===== src/rtl/rgn_pkg.sv =====
package rgn_pkg;

    localparam int RGN_AW = 32;

    typedef enum logic [1:0] {
        OP_NONE = 2'd0,
        OP_SPAN = 2'd1,
        OP_AUTO = 2'd2,
        OP_GROW = 2'd3
    } rgn_op_e;

    typedef struct packed {
        logic              valid;
        logic [RGN_AW-1:0] start;
        logic [RGN_AW:0]   end_a;   // exclusive, one extra bit reaches 2^AW
    } region_t;

    // end for a region given only its start: (start+1) rounded up to 2^lg
    function automatic logic [RGN_AW:0] auto_end(input logic [RGN_AW-1:0] s,
                                                 input int unsigned lg);
        logic [RGN_AW:0] unit;
        logic [RGN_AW:0] bump;
        unit = (RGN_AW+1)'(1) << lg;
        bump = {1'b0, s} + unit;                // (s+1) + unit - 1
        return bump & ~(unit - (RGN_AW+1)'(1));
    endfunction

endpackage


===== src/rtl/rgn_table.sv =====
module rgn_table
    import rgn_pkg::*;
#(
    parameter int NUM_SLOTS  = 3,
    parameter int GROW_SLOTS = 2,
    parameter int ALIGN_LOG2 = 24,
    parameter int SLOT_W     = 2
) (
    input  logic              clk,
    input  logic              rst,
    input  logic              cmd_valid,
    input  logic [1:0]        cmd_op,
    input  logic [SLOT_W-1:0] cmd_slot,
    input  logic [RGN_AW-1:0] cmd_start,
    input  logic [RGN_AW-1:0] cmd_end,
    output region_t           regions [NUM_SLOTS],
    output logic              cmd_err
);

    rgn_op_e         op;
    region_t         cur;
    logic            slot_ok;
    logic            clash;
    logic            grow_bad;
    logic [RGN_AW:0] new_end;

    assign op      = rgn_op_e'(cmd_op);
    assign new_end = {1'b0, cmd_end};
    assign slot_ok = 32'(cmd_slot) < NUM_SLOTS;

    always_comb begin
        cur   = '0;
        clash = 1'b0;
        for (int i = 0; i < NUM_SLOTS; i++) begin
            if (32'(cmd_slot) == i) cur = regions[i];
        end
        for (int j = 0; j < NUM_SLOTS; j++) begin
            if (regions[j].valid && 32'(cmd_slot) != j &&
                regions[j].start > cur.start && {1'b0, regions[j].start} < new_end)
                clash = 1'b1;
        end
        grow_bad = (32'(cmd_slot) >= GROW_SLOTS) || !cur.valid ||
                   ((new_end > cur.end_a) && clash);
    end

    always_ff @(posedge clk) begin
        if (rst) begin
            cmd_err <= 1'b0;
            for (int i = 0; i < NUM_SLOTS; i++) regions[i] <= '0;
        end else begin
            cmd_err <= cmd_valid && (op != OP_NONE) &&
                       (!slot_ok || (op == OP_GROW && grow_bad));
            for (int i = 0; i < NUM_SLOTS; i++) begin
                if (cmd_valid && 32'(cmd_slot) == i) begin
                    case (op)
                        OP_SPAN: regions[i] <= '{valid: 1'b1, start: cmd_start,
                                                 end_a: {1'b0, cmd_end}};
                        OP_AUTO: regions[i] <= '{valid: 1'b1, start: cmd_start,
                                                 end_a: auto_end(cmd_start, ALIGN_LOG2)};
                        OP_GROW: if (!grow_bad && new_end > cur.end_a)
                                     regions[i].end_a <= new_end;
                        default: ;
                    endcase
                end
            end
        end
    end

    // a non-growable slot keeps its end through a grow command
    generate
        for (genvar g = GROW_SLOTS; g < NUM_SLOTS; g++) begin : g_fixed
            assert_fixed_slot_R7: assert property (@(posedge clk) disable iff (rst)
                (cmd_valid && op == OP_GROW && 32'(cmd_slot) == g)
                |=> $stable(regions[g].end_a));
        end
        // without a span command a region end never moves down
        for (genvar g = 0; g < NUM_SLOTS; g++) begin : g_mono
            assert_no_shrink_R6: assert property (@(posedge clk) disable iff (rst)
                !(cmd_valid && (op == OP_SPAN || op == OP_AUTO) && 32'(cmd_slot) == g)
                |=> regions[g].end_a >= $past(regions[g].end_a));
        end
    endgenerate

    // a refused grow leaves the target end untouched
    assert_refused_grow_R8: assert property (@(posedge clk) disable iff (rst)
        (cmd_valid && op == OP_GROW && slot_ok && grow_bad && cmd_slot == 2'd0)
        |=> $stable(regions[0].end_a));

endmodule


===== config.mk =====
export PLATFORM = sky130hd
export DESIGN_NAME = rgn_table
export DESIGN_NICKNAME = d
export VERILOG_FILES = /design/src/rtl/rgn_pkg.sv /design/src/rtl/rgn_table.sv
export SDC_FILE = /design/constraint.sdc
export NUM_CORES = 1
export LEC_CHECK = 0
export ABC_AREA = 1
export BUFFER_PORTS_ARGS = -buffer_cell sky130_fd_sc_hd__buf_2
export CELL_PAD_IN_SITES_DETAIL_PLACEMENT = 1
export CELL_PAD_IN_SITES_GLOBAL_PLACEMENT = 1
export CORE_ASPECT_RATIO = 0.8
export CORE_MARGIN = 8
export CORE_UTILIZATION = 40
export DETAILED_ROUTE_END_ITERATION = 16
export PLACE_DENSITY_LB_ADDON = 0.3
export SLEW_MARGIN = 10
export SYNTH_ARGS = -nofsm -noshare
export SYNTH_HDL_FRONTEND = slang
export SYNTH_SLANG_ARGS = --single-unit

===== constraint.sdc =====
create_clock -name clk -period 3.8 [get_ports clk]
set_input_delay 0.38 -clock clk [delete_from_list [all_inputs] [get_ports clk]]
set_output_delay 0.38 -clock clk [all_outputs]
set_load 0.05 [all_outputs]

# [After elaboration in Yosys (flattened, before gate mapping)]
# Cells that the tools add are included.
[totals] output_inout_bits=199 regBits=199 in_bits=71 wordCells=70
[op_classes] mux=8 n_reduce_logical=34 n_eq_ne=8 order_cmp=9 add_sub_neg=1
[ops] operator="$mux 66" n=3
[ops] operator="$pmux 33 s3" n=1
[ops] operator="$gt 32x32->1" n=3
[ops] operator="$lt 32x32->1" n=3
[ops] operator="$add 32x25->33 const B" n=1
[ops] operator="$gt 32x33->1" n=1
[ops] operator="$mux 33" n=1
[ops] operator="$logic_and 1x1->1" n=17
[ops] operator="$reduce_and 3->1" n=3
[ops] operator="$eq 2x2->1 const B" n=3
[ops] operator="$reduce_and 2->1" n=3
[ops] operator="$eq 2x1->1 const B" n=2
[ops] operator="$ne 2x1->1 const B" n=2
[ops] operator="$reduce_bool 2->1" n=2
[ops] operator="$logic_not 1->1" n=3
[ops] operator="$logic_or 1x1->1" n=3
[ops] operator="$mux 1" n=3
[ops] operator="$reduce_bool 3->1" n=1
[ops] operator="$ge 2x2->1 const B" n=1
[ops] operator="$logic_not 2->1" n=1
[ops] operator="$lt 2x2->1 const B" n=1
[ops] operator="$ne 2x2->1 const B" n=1
[ops] operator="$reduce_or 2->1" n=1

# [Logic depth before layout (Yosys ltp)]
# Gate-level depths: netlist of the first run.
[logic_depth] word_depth=16 mapped_depth=29 mapped_depth_nobuf=25

# [Worst setup path before layout of the first run]
# Ideal clock, no wire load.
[synth_timing] path_kind="in2reg" start="input port cmd_slot[1]" end="register regions[97] (netlist bit)" n_path_buf=5 arrival_ps=3352 stages=22 path_slack_ps=335 required_ps=3687 setup_ps=113 cell_sequence="buf_4 -> inv_1 -> nand2_1 -> clkbuf_1 -> buf_1 -> o22ai_1 -> a21oi_1 -> ha_1 -> nand2_1 -> or4_1 -> nor4_1 -> nand4_1 -> nand2_1 -> clkinv_1 -> nand4_1 -> nand2_2 -> buf_6 -> nand3_4 -> buf_4 -> nand2_1 -> nand2_1 -> nor2_1"
[synth_via] elab_chain_len=16 elab_cells_between_ends=35 cone_classes="order compare (5); eq/ne (5); mux (6); reduce/logical (19)"
[synth_rtl] element="start, declared" line="rgn_table.sv:13" text="input logic [SLOT_W-1:0] cmd_slot,"
[synth_rtl] element="$logic_not 2->1" line="rgn_table.sv:35" text="if (32'(cmd_slot) == i) cur = regions[i];"
[synth_rtl] element="$mux 66 (3 in a row)" line="rgn_table.sv:35"
[synth_rtl] element="$gt 32x32->1" line="rgn_table.sv:39" text="regions[j].start > cur.start && {1'b0, regions[j].start} < new_end)"
[synth_rtl] element="$logic_and 1x1->1" line="rgn_table.sv:38" text="if (regions[j].valid && 32'(cmd_slot) != j &&"
[synth_rtl] element="$logic_and 1x1->1" line="rgn_table.sv:39"
[synth_rtl] element="$mux 1 (3 in a row)" line="rgn_table.sv:38"
[synth_rtl] element="$logic_and 1x1->1" line="rgn_table.sv:43" text="((new_end > cur.end_a) && clash);"
[synth_rtl] element="$logic_or 1x1->1" line="rgn_table.sv:42" text="grow_bad = (32'(cmd_slot) >= GROW_SLOTS) || !cur.valid ||"
[synth_rtl] element="$logic_not 1->1" line="rgn_table.sv:60" text="OP_GROW: if (!grow_bad && new_end > cur.end_a)"
[synth_rtl] element="$logic_and 1x1->1" line="rgn_table.sv:60"
[synth_rtl] element="$ne 2x1->1 (no line)"
[synth_rtl] element="$reduce_and 3->1 (no line) (*)"
[synth_rtl] element="end signal, assigned by index" line="rgn_table.sv:56" text="OP_SPAN: regions[i] <= '{valid: 1'b1, start: cmd_start,"
[synth_rtl] element="end signal, assigned by index" line="rgn_table.sv:58" text="OP_AUTO: regions[i] <= '{valid: 1'b1, start: cmd_start,"
[synth_rtl] element="end, declared" line="rgn_table.sv:16" text="output region_t regions [NUM_SLOTS],"
# Mark *: on every way between the ends. The rest lies on a longest branch, timed or not.
# A chain may end at the register's enable or synchronous reset.

# [Worst setup path after layout of the first run]
[layout_timing] start="register regions[116] (netlist bit)" end="register regions[20] (netlist bit)"
[layout_via] elab_chain_len=14 elab_cells_between_ends=21 cone_classes="order compare (4); eq/ne (1); mux (5); reduce/logical (11)"
[layout_rtl] element="$mux 66 (2 in a row)" line="rgn_table.sv:35"
[layout_rtl] element="$gt 32x32->1" line="rgn_table.sv:39"
[layout_rtl] element="$logic_and 1x1->1" line="rgn_table.sv:38"
[layout_rtl] element="$logic_and 1x1->1" line="rgn_table.sv:39"
[layout_rtl] element="$mux 1 (2 in a row)" line="rgn_table.sv:38"
[layout_rtl] element="$mux 1 (*)" line="rgn_table.sv:38"
[layout_rtl] element="$logic_and 1x1->1 (*)" line="rgn_table.sv:43"
[layout_rtl] element="$logic_or 1x1->1 (*)" line="rgn_table.sv:42"
[layout_rtl] element="$logic_not 1->1 (*)" line="rgn_table.sv:60"
[layout_rtl] element="$logic_and 1x1->1 (*)" line="rgn_table.sv:60"
[layout_rtl] element="$ne 2x1->1 (no line) (*)"
[layout_rtl] element="$reduce_and 3->1 (no line) (*)"
# Marked as above.

==> flow_summary.json, run 1 <==
{
  "outcome": "finished clean",
  "pwr-share-clk_pct": 32.7,
  "die_w_um": 226.4,
  "drive_above_1_share_pct": 15.50,
  "ys_warn_count": 0,
  "insertion_delay_ns": 0.48,
  "syn_nets": 2368,
  "ys_types": 42,
  "required_ns": 4.18,
  "postRouteAntennaNets": 0,
  "synth_most_common_cell": "nand2_1",
  "fin_cells": 2803,
  "area_delta_synth_final_pct": 18.26,
  "clock_path_buffers": 2,
  "grt_use_total_pct": 29.22,
  "cts_tree": "done",
  "h-tree-depth": 4,
  "synthFlopType": "dfxtp_1",
  "avgSynthCellArea_sq_um": 6.814,
  "crit_path_cell_trace": "inv_1, o21ai_0, o221ai_1, ha_1, a21oi_1, o21ai_0, a21o_1, nand2_1, a31oi_1, nor2_1, nand2_1, nand2_1, nand2_1, inv_1, nand4_1, nand2_2, nand3_2, buf_12, nor2_1, nor2_1",
  "relSlewSlack_pct": 41.97,
  "place_ws_ns": -0.1200,
  "postPlaceCellArea_sq_um": 16190,
  "seq_area_frac_synth_pct": 28.13,
  "drc_errors": 0,
  "p_per_area_nw_per_um2": 340.2,
  "initial_core_util_pct": 40.69,
  "grt_pass1_wl_um": 94810,
  "coreArea_sq_um": 34800,
  "critPathSlowestCell": "dfxtp_1",
  "max_freq_mhz": 280.6,
  "yosysTopAreaCell": "dfxtp_1",
  "synthArstFlopShare_pct": 0,
  "syn-instance-count": 2078,
  "dieArea_sq_um": 41710,
  "power_mw": 5.697,
  "finalNetCount": 2610,
  "skew_ns": 0.01477,
  "p_int_mw": 3.605,
  "seqCellArea_sq_um": 3985,
  "die_height_um": 184.3,
  "clkTransAtPathRegs_ns": 0.07,
  "p_sw_mw": 2.091,
  "fin_area_sq_um": 16750,
  "ir_worst_vdd_mv": 0.2933,
  "utilization_pct": 48.12,
  "critical_path.startpoint_type": "flip-flop",
  "std_cell_rows": 61,
  "hold_viol": 0,
  "worstPathArrival_ns": 3.94,
  "cts_buffers": 17,
  "grt_use_met1_pct": 38.61,
  "antenna_found_initial": 5,
  "cts_sinks": 199,
  "grt_util_met2_pct": 46.41,
  "dr.pass1.iters": 5,
  "grt_max_degree": 76,
  "yosys.area.top_type_share_pct": 28.13,
  "tightest_slew_ns": 0.8674,
  "viasPerCell": 5.614,
  "grt_pass1_vias": 16220,
  "sequentialPowerShare_pct": 39.8,
  "synth_seq_cells": 199,
  "cp_max_fo": 54,
  "max_stage_delay_ns": 0.44,
  "holdWs_ns": 0.1868,
  "slew_violations": 0,
  "ys_top_cells_by_area": "dfxtp_1 28%, ha_1 19%, nand2_1 10%",
  "p_comb_share_pct": 27.6,
  "rsz0062_at_grt": "no",
  "fillers": 4683,
  "hold_path.class": "input port to flip-flop",
  "root_buffer": "clkbuf_16",
  "end_kind": "flip-flop",
  "drv_cap": 0,
  "grt_overflow": 0,
  "p_leak_nw": 8.707,
  "drt-total-wl_um": 61980,
  "multi_input_area_sq_um": 8670,
  "synth_edf_count": 0,
  "drt_iter0_markers": 1110,
  "wl_per_cell_um": 22.11,
  "vias": 15740,
  "place.gp.congestion": 0.9439,
  "netlist_top_cells_count": "396 x nand2_1, 294 x inv_1, 259 x a21oi_1",
  "globalRouteMet3Util_pct": 6.036,
  "busiest_layer": "met2",
  "timing.final.ws_setup_ns": 0.2357,
  "cts_hold_buf": 0,
  "finalSetupViolations": 0,
  "swShare_pct": 36.71,
  "tns_ns": 0,
  "cpMostUsedCell": "nand2_1",
  "ioPinCount": 270,
  "placedCellCount": 2773,
  "crit_type": "flip-flop to flip-flop",
  "layout_worst_path_cycle_share_pct": 93.80,
  "synth_area_sq_um": 14160,
  "timing.final.crit_period_ns": 3.564,
  "hpwl_um": 48110,
  "port_buffers": 269,
  "rrSetupSlack_ns": 0.24
}
==> worst max-delay path, delay by kind of cell (launching register included) <==
kind	cells	cell delay, ns
flops	1	0.44
buf+inv	3	0.45
fa+ha+maj	1	0.37
compound gates	6	1.11
simple gates	10	1.02
==> repair_timing <==
item | in CTS | in global routing
endpoints found under the setup margin | 0 | 25
setup buffers | 0 | 0
hold endpoints to repair | 0 | 0
resized for setup | 0 | 2
==> area by class of cell <==
class                           instances  area share, %
Antenna cell                            2        0.02989
Clock buffer                           24          2.817
Clock inverter                          4         0.4334
Inverter                              299          6.717
Multi-Input combinational cell       1485          51.77
Sequential cell                       199          23.80
Tap cell                              472          3.527
Timing Repair Buffer                  318          10.91
==> per-layer routing <==
| layer | wire, um | part of all wire (%) |
|---|---|---|
| met3 | 3927 | 6.3 |
| met5 | 55 | 0.089 |
| met2 | 27420 | 44 |
| met4 | 2197 | 3.5 |
| met1 | 28370 | 46 |
==> sequential cells by signal, indices dropped and copies added, names as in the netlist <==
signal and count:
cmd_err 1, regions 198
==> cells in the final DEF, fill, tap and decap left out, drive strengths merged, types with 2 or more instances in the layout <==
cell,n
nand2,397
buf,318
inv,298
a21oi,259
nor2,235
ha,219
dfxtp,199
o21ai,117
nand4,68
nand3,68
o22ai,50
clkbuf,24
o221ai,14
nor4,12
nor3,6
nand3b,6
a211oi,5
o211ai,5
o21a,5
a31oi,4
diode,2
a221oi,2
a21boi,2
or2,2
o31ai,2
bufinv,2
clkinv,2
==> cells by family (layout without fill, tap and decap cells) <==
group | after synthesis | after routing | share of synthesized area [%]
compound gates | 466 | 466 | 17.77
xor+xnor | 1 | 1 | 0.06187
fa+ha+maj | 219 | 219 | 19.35
buf+inv | 394 | 645 | 10.81
flops | 199 | 199 | 28.13
other cells | 0 | 2 | 0
simple gates | 799 | 799 | 23.88
==> power groups by stage <==
stage          clock (mW)  sequential [mW]  combinational (mW)
6_report             1.86             2.27                1.57
4_1_cts              1.88             2.26                1.56
5_1_grt              1.95             2.27                1.71
3_3_place_gp            0             2.31                1.49
3_5_place_dp            0             2.31                1.54
2_1_floorplan           0             2.56               0.722
==> path summary, 6_finish.rpt <==
check,start,endpoint,depth (start not counted)
max,regions[116],regions[20],20
min,cmd_start[19],regions[184],3
max reg2reg,regions[116],regions[20],20
min reg2reg,regions[65],regions[65],2
Power figures use the tool's default switching activity.
==> inputs of run 2 (changes only) <==
--- a/config.mk
+++ b/config.mk
@@ -11,7 +11,8 @@
 export CELL_PAD_IN_SITES_GLOBAL_PLACEMENT = 1
 export CORE_ASPECT_RATIO = 0.8
 export CORE_MARGIN = 8
-export CORE_UTILIZATION = 40
+export CORE_UTILIZATION = 41
+export CTS_BUF_LIST = sky130_fd_sc_hd__clkbuf_4 sky130_fd_sc_hd__clkbuf_8
 export DETAILED_ROUTE_END_ITERATION = 16
 export PLACE_DENSITY_LB_ADDON = 0.3
 export SLEW_MARGIN = 10
==> run 2 against run 1 <==
  * First-iteration DRC count grew 8.3%
  * Clock skew grew 0.0029 ns
  * Setup slack gained 0.025 ns
  * Core utilization grew 0.68 points
  * Cell count grew 0.75%
  * Critical path depth grew 1
  * Non-clock buffer count grew 16
  * Critical path type is now input port to flip-flop
  * Largest power group unchanged
  * Highest routed layer unchanged
==> flow_summary.json, run 2 (synthesis gave the netlist of run 1 again) <==
{
  "top_register": "regions",
  "clock_path_buffers": 2,
  "std_cell_rows": 61,
  "grt_pass1_wl_um": 94420,
  "p_comb_share_pct": 29.3,
  "largestRegisters": "regions: 198 flops, cmd_err: 1 flops",
  "die_height_um": 182.2,
  "die_w_um": 223.8,
  "sequentialPowerShare_pct": 41.7,
  "layout_worst_path_cycle_share_pct": 93.15,
  "fin_area_sq_um": 16790,
  "cpMostUsedCell": "nand2_1",
  "multi_input_area_sq_um": 8685,
  "coreArea_sq_um": 34420,
  "h-tree-depth": 4,
  "ir_worst_vdd_mv": 0.1958,
  "crit_type": "input port to flip-flop",
  "place.gp.congestion": 0.9206,
  "cts_sinks": 199,
  "initial_core_util_pct": 41.14,
  "place_ws_ns": -0.2339,
  "tns_ns": 0,
  "hold_path.class": "input port to flip-flop",
  "vias": 15700,
  "pwr-share-clk_pct": 29.1,
  "postRouteAntennaNets": 0,
  "grt_overflow": 0,
  "root_buffer": "clkbuf_8",
  "clkTransAtPathRegs_ns": 0.12,
  "cts_buffers": 17,
  "fillers": 4601,
  "final_common_cell": "nand2_1",
  "hold_viol": 0,
  "viasPerCell": 5.560,
  "end_kind": "flip-flop",
  "grt_max_degree": 96,
  "finalNetCount": 2626,
  "critical_path.startpoint_type": "input port",
  "port_buffers": 269,
  "p_sw_mw": 2.107,
  "dieArea_sq_um": 40780,
  "required_ns": 4.26,
  "p_int_mw": 3.332,
  "p_per_area_nw_per_um2": 323.8,
  "drt_iter0_markers": 1202,
  "wl_per_cell_um": 21.72,
  "ff2ff_path_depth": 18,
  "worstPathArrival_ns": 4.00,
  "slew_violations": 0,
  "timing.final.crit_period_ns": 3.540,
  "cts_hold_buf": 0,
  "area_delta_synth_final_pct": 18.61,
  "outcome": "finished clean",
  "grt_use_total_pct": 29.68,
  "skew_ns": 0.01765,
  "tightest_slew_ns": 1.000,
  "antenna_found_initial": 6,
  "drive_above_1_share_pct": 16.52,
  "grt_pass1_vias": 16160,
  "critPathTopFamily": "simple AND/OR/NAND/NOR gates",
  "rsz0062_at_grt": "no",
  "cp_max_fo": 54,
  "drv_cap": 0,
  "dr.pass1.iters": 5,
  "max_freq_mhz": 282.5,
  "finalSetupViolations": 0,
  "max_stage_delay_ns": 0.53,
  "crit_cells": 21,
  "critPathSlowestCell": "or4_1",
  "largest_reg_flops": 198,
  "drt-total-wl_um": 61350,
  "drc_errors": 0,
  "crit_path_cell_trace": "buf_2, inv_1, nand2_2, buf_12, buf_4, o22ai_1, a21oi_1, ha_1, nand2_1, or4_1, nor4_1, nand4_1, nand2_1, clkinv_1, nand4_1, nand2_2, nand3_2, buf_12, nand2_1, nand2_1, nor2_1",
  "swShare_pct": 38.74,
  "cts_tree": "done",
  "timing.final.ws_setup_ns": 0.2603,
  "insertion_delay_ns": 0.56,
  "ioPinCount": 270,
  "whs_path_depth": 3,
  "path_buf_inv": 6,
  "seqCellArea_sq_um": 3984,
  "p_leak_nw": 8.741,
  "power_mw": 5.438,
  "hpwl_um": 47520,
  "final_cell_mix": "392 x nand2_1, 294 x inv_1, 269 x buf_2",
  "postPlaceCellArea_sq_um": 16330,
  "relSlewSlack_pct": 33.33
}
==> run 2: final timing paths <==
check	start	endpoint	slack, ns
max	cmd_slot[1]	regions[13]	0.26
max reg2reg	regions[108]	regions[140]	0.28
min reg2reg	regions[65]	regions[65]	0.49
min	cmd_start[21]	regions[186]	0.1
==> run 2: worst min-delay path, cell delays in order <==
cell and delay, ns:
buf_2 0.11, nand3_1 0.07, a21oi_1 0.06
==> run 2: layout make-up <==
cell class | count | area share [%]
multi-input cells | 1485 | 51.71
flip-flops and latches | 199 | 23.72
repair buffers | 334 | 11.74
inverters | 299 | 6.697
well taps | 472 | 3.516
clock buffers | 19 | 1.557
clock inverters | 13 | 1.013
diodes | 3 | 0.04470
==> run 2: power by group through the flow <==
stage / clock (mW) / sequential, mW / combinational [mW]
floorplan: 0 / 2.56 / 0.722
global placement: 0 / 2.31 / 1.52
detailed placement: 0 / 2.31 / 1.56
CTS: 1.61 / 2.26 / 1.57
global route: 1.68 / 2.27 / 1.73
finish: 1.58 / 2.27 / 1.59
==> run 2: metrics by stage <==
stage	utilization, %	hold slack (ns)	std cells
5_1_grt	48.79	0.08274	2824
2_1_floorplan	-	0.5251	2078
4_1_cts	48.71	0.06896	2821
6_report	48.79	0.09850	2824
3_3_place_gp	47.45	0.4702	2789
3_5_place_dp	47.45	0.4739	2789
==> run 2: layer usage <==
layer  global-route usage (%)  wire, um
met3                    5.887      3450
met2                    47.18     27390
met1                    39.40     28510
met5                        0        41
met4                    11.13      1964
==> run 2: repair_timing <==
item,CTS,global route
endpoints found under the setup margin,0,99
buffers inserted,0,0
gates resized for setup,0,6
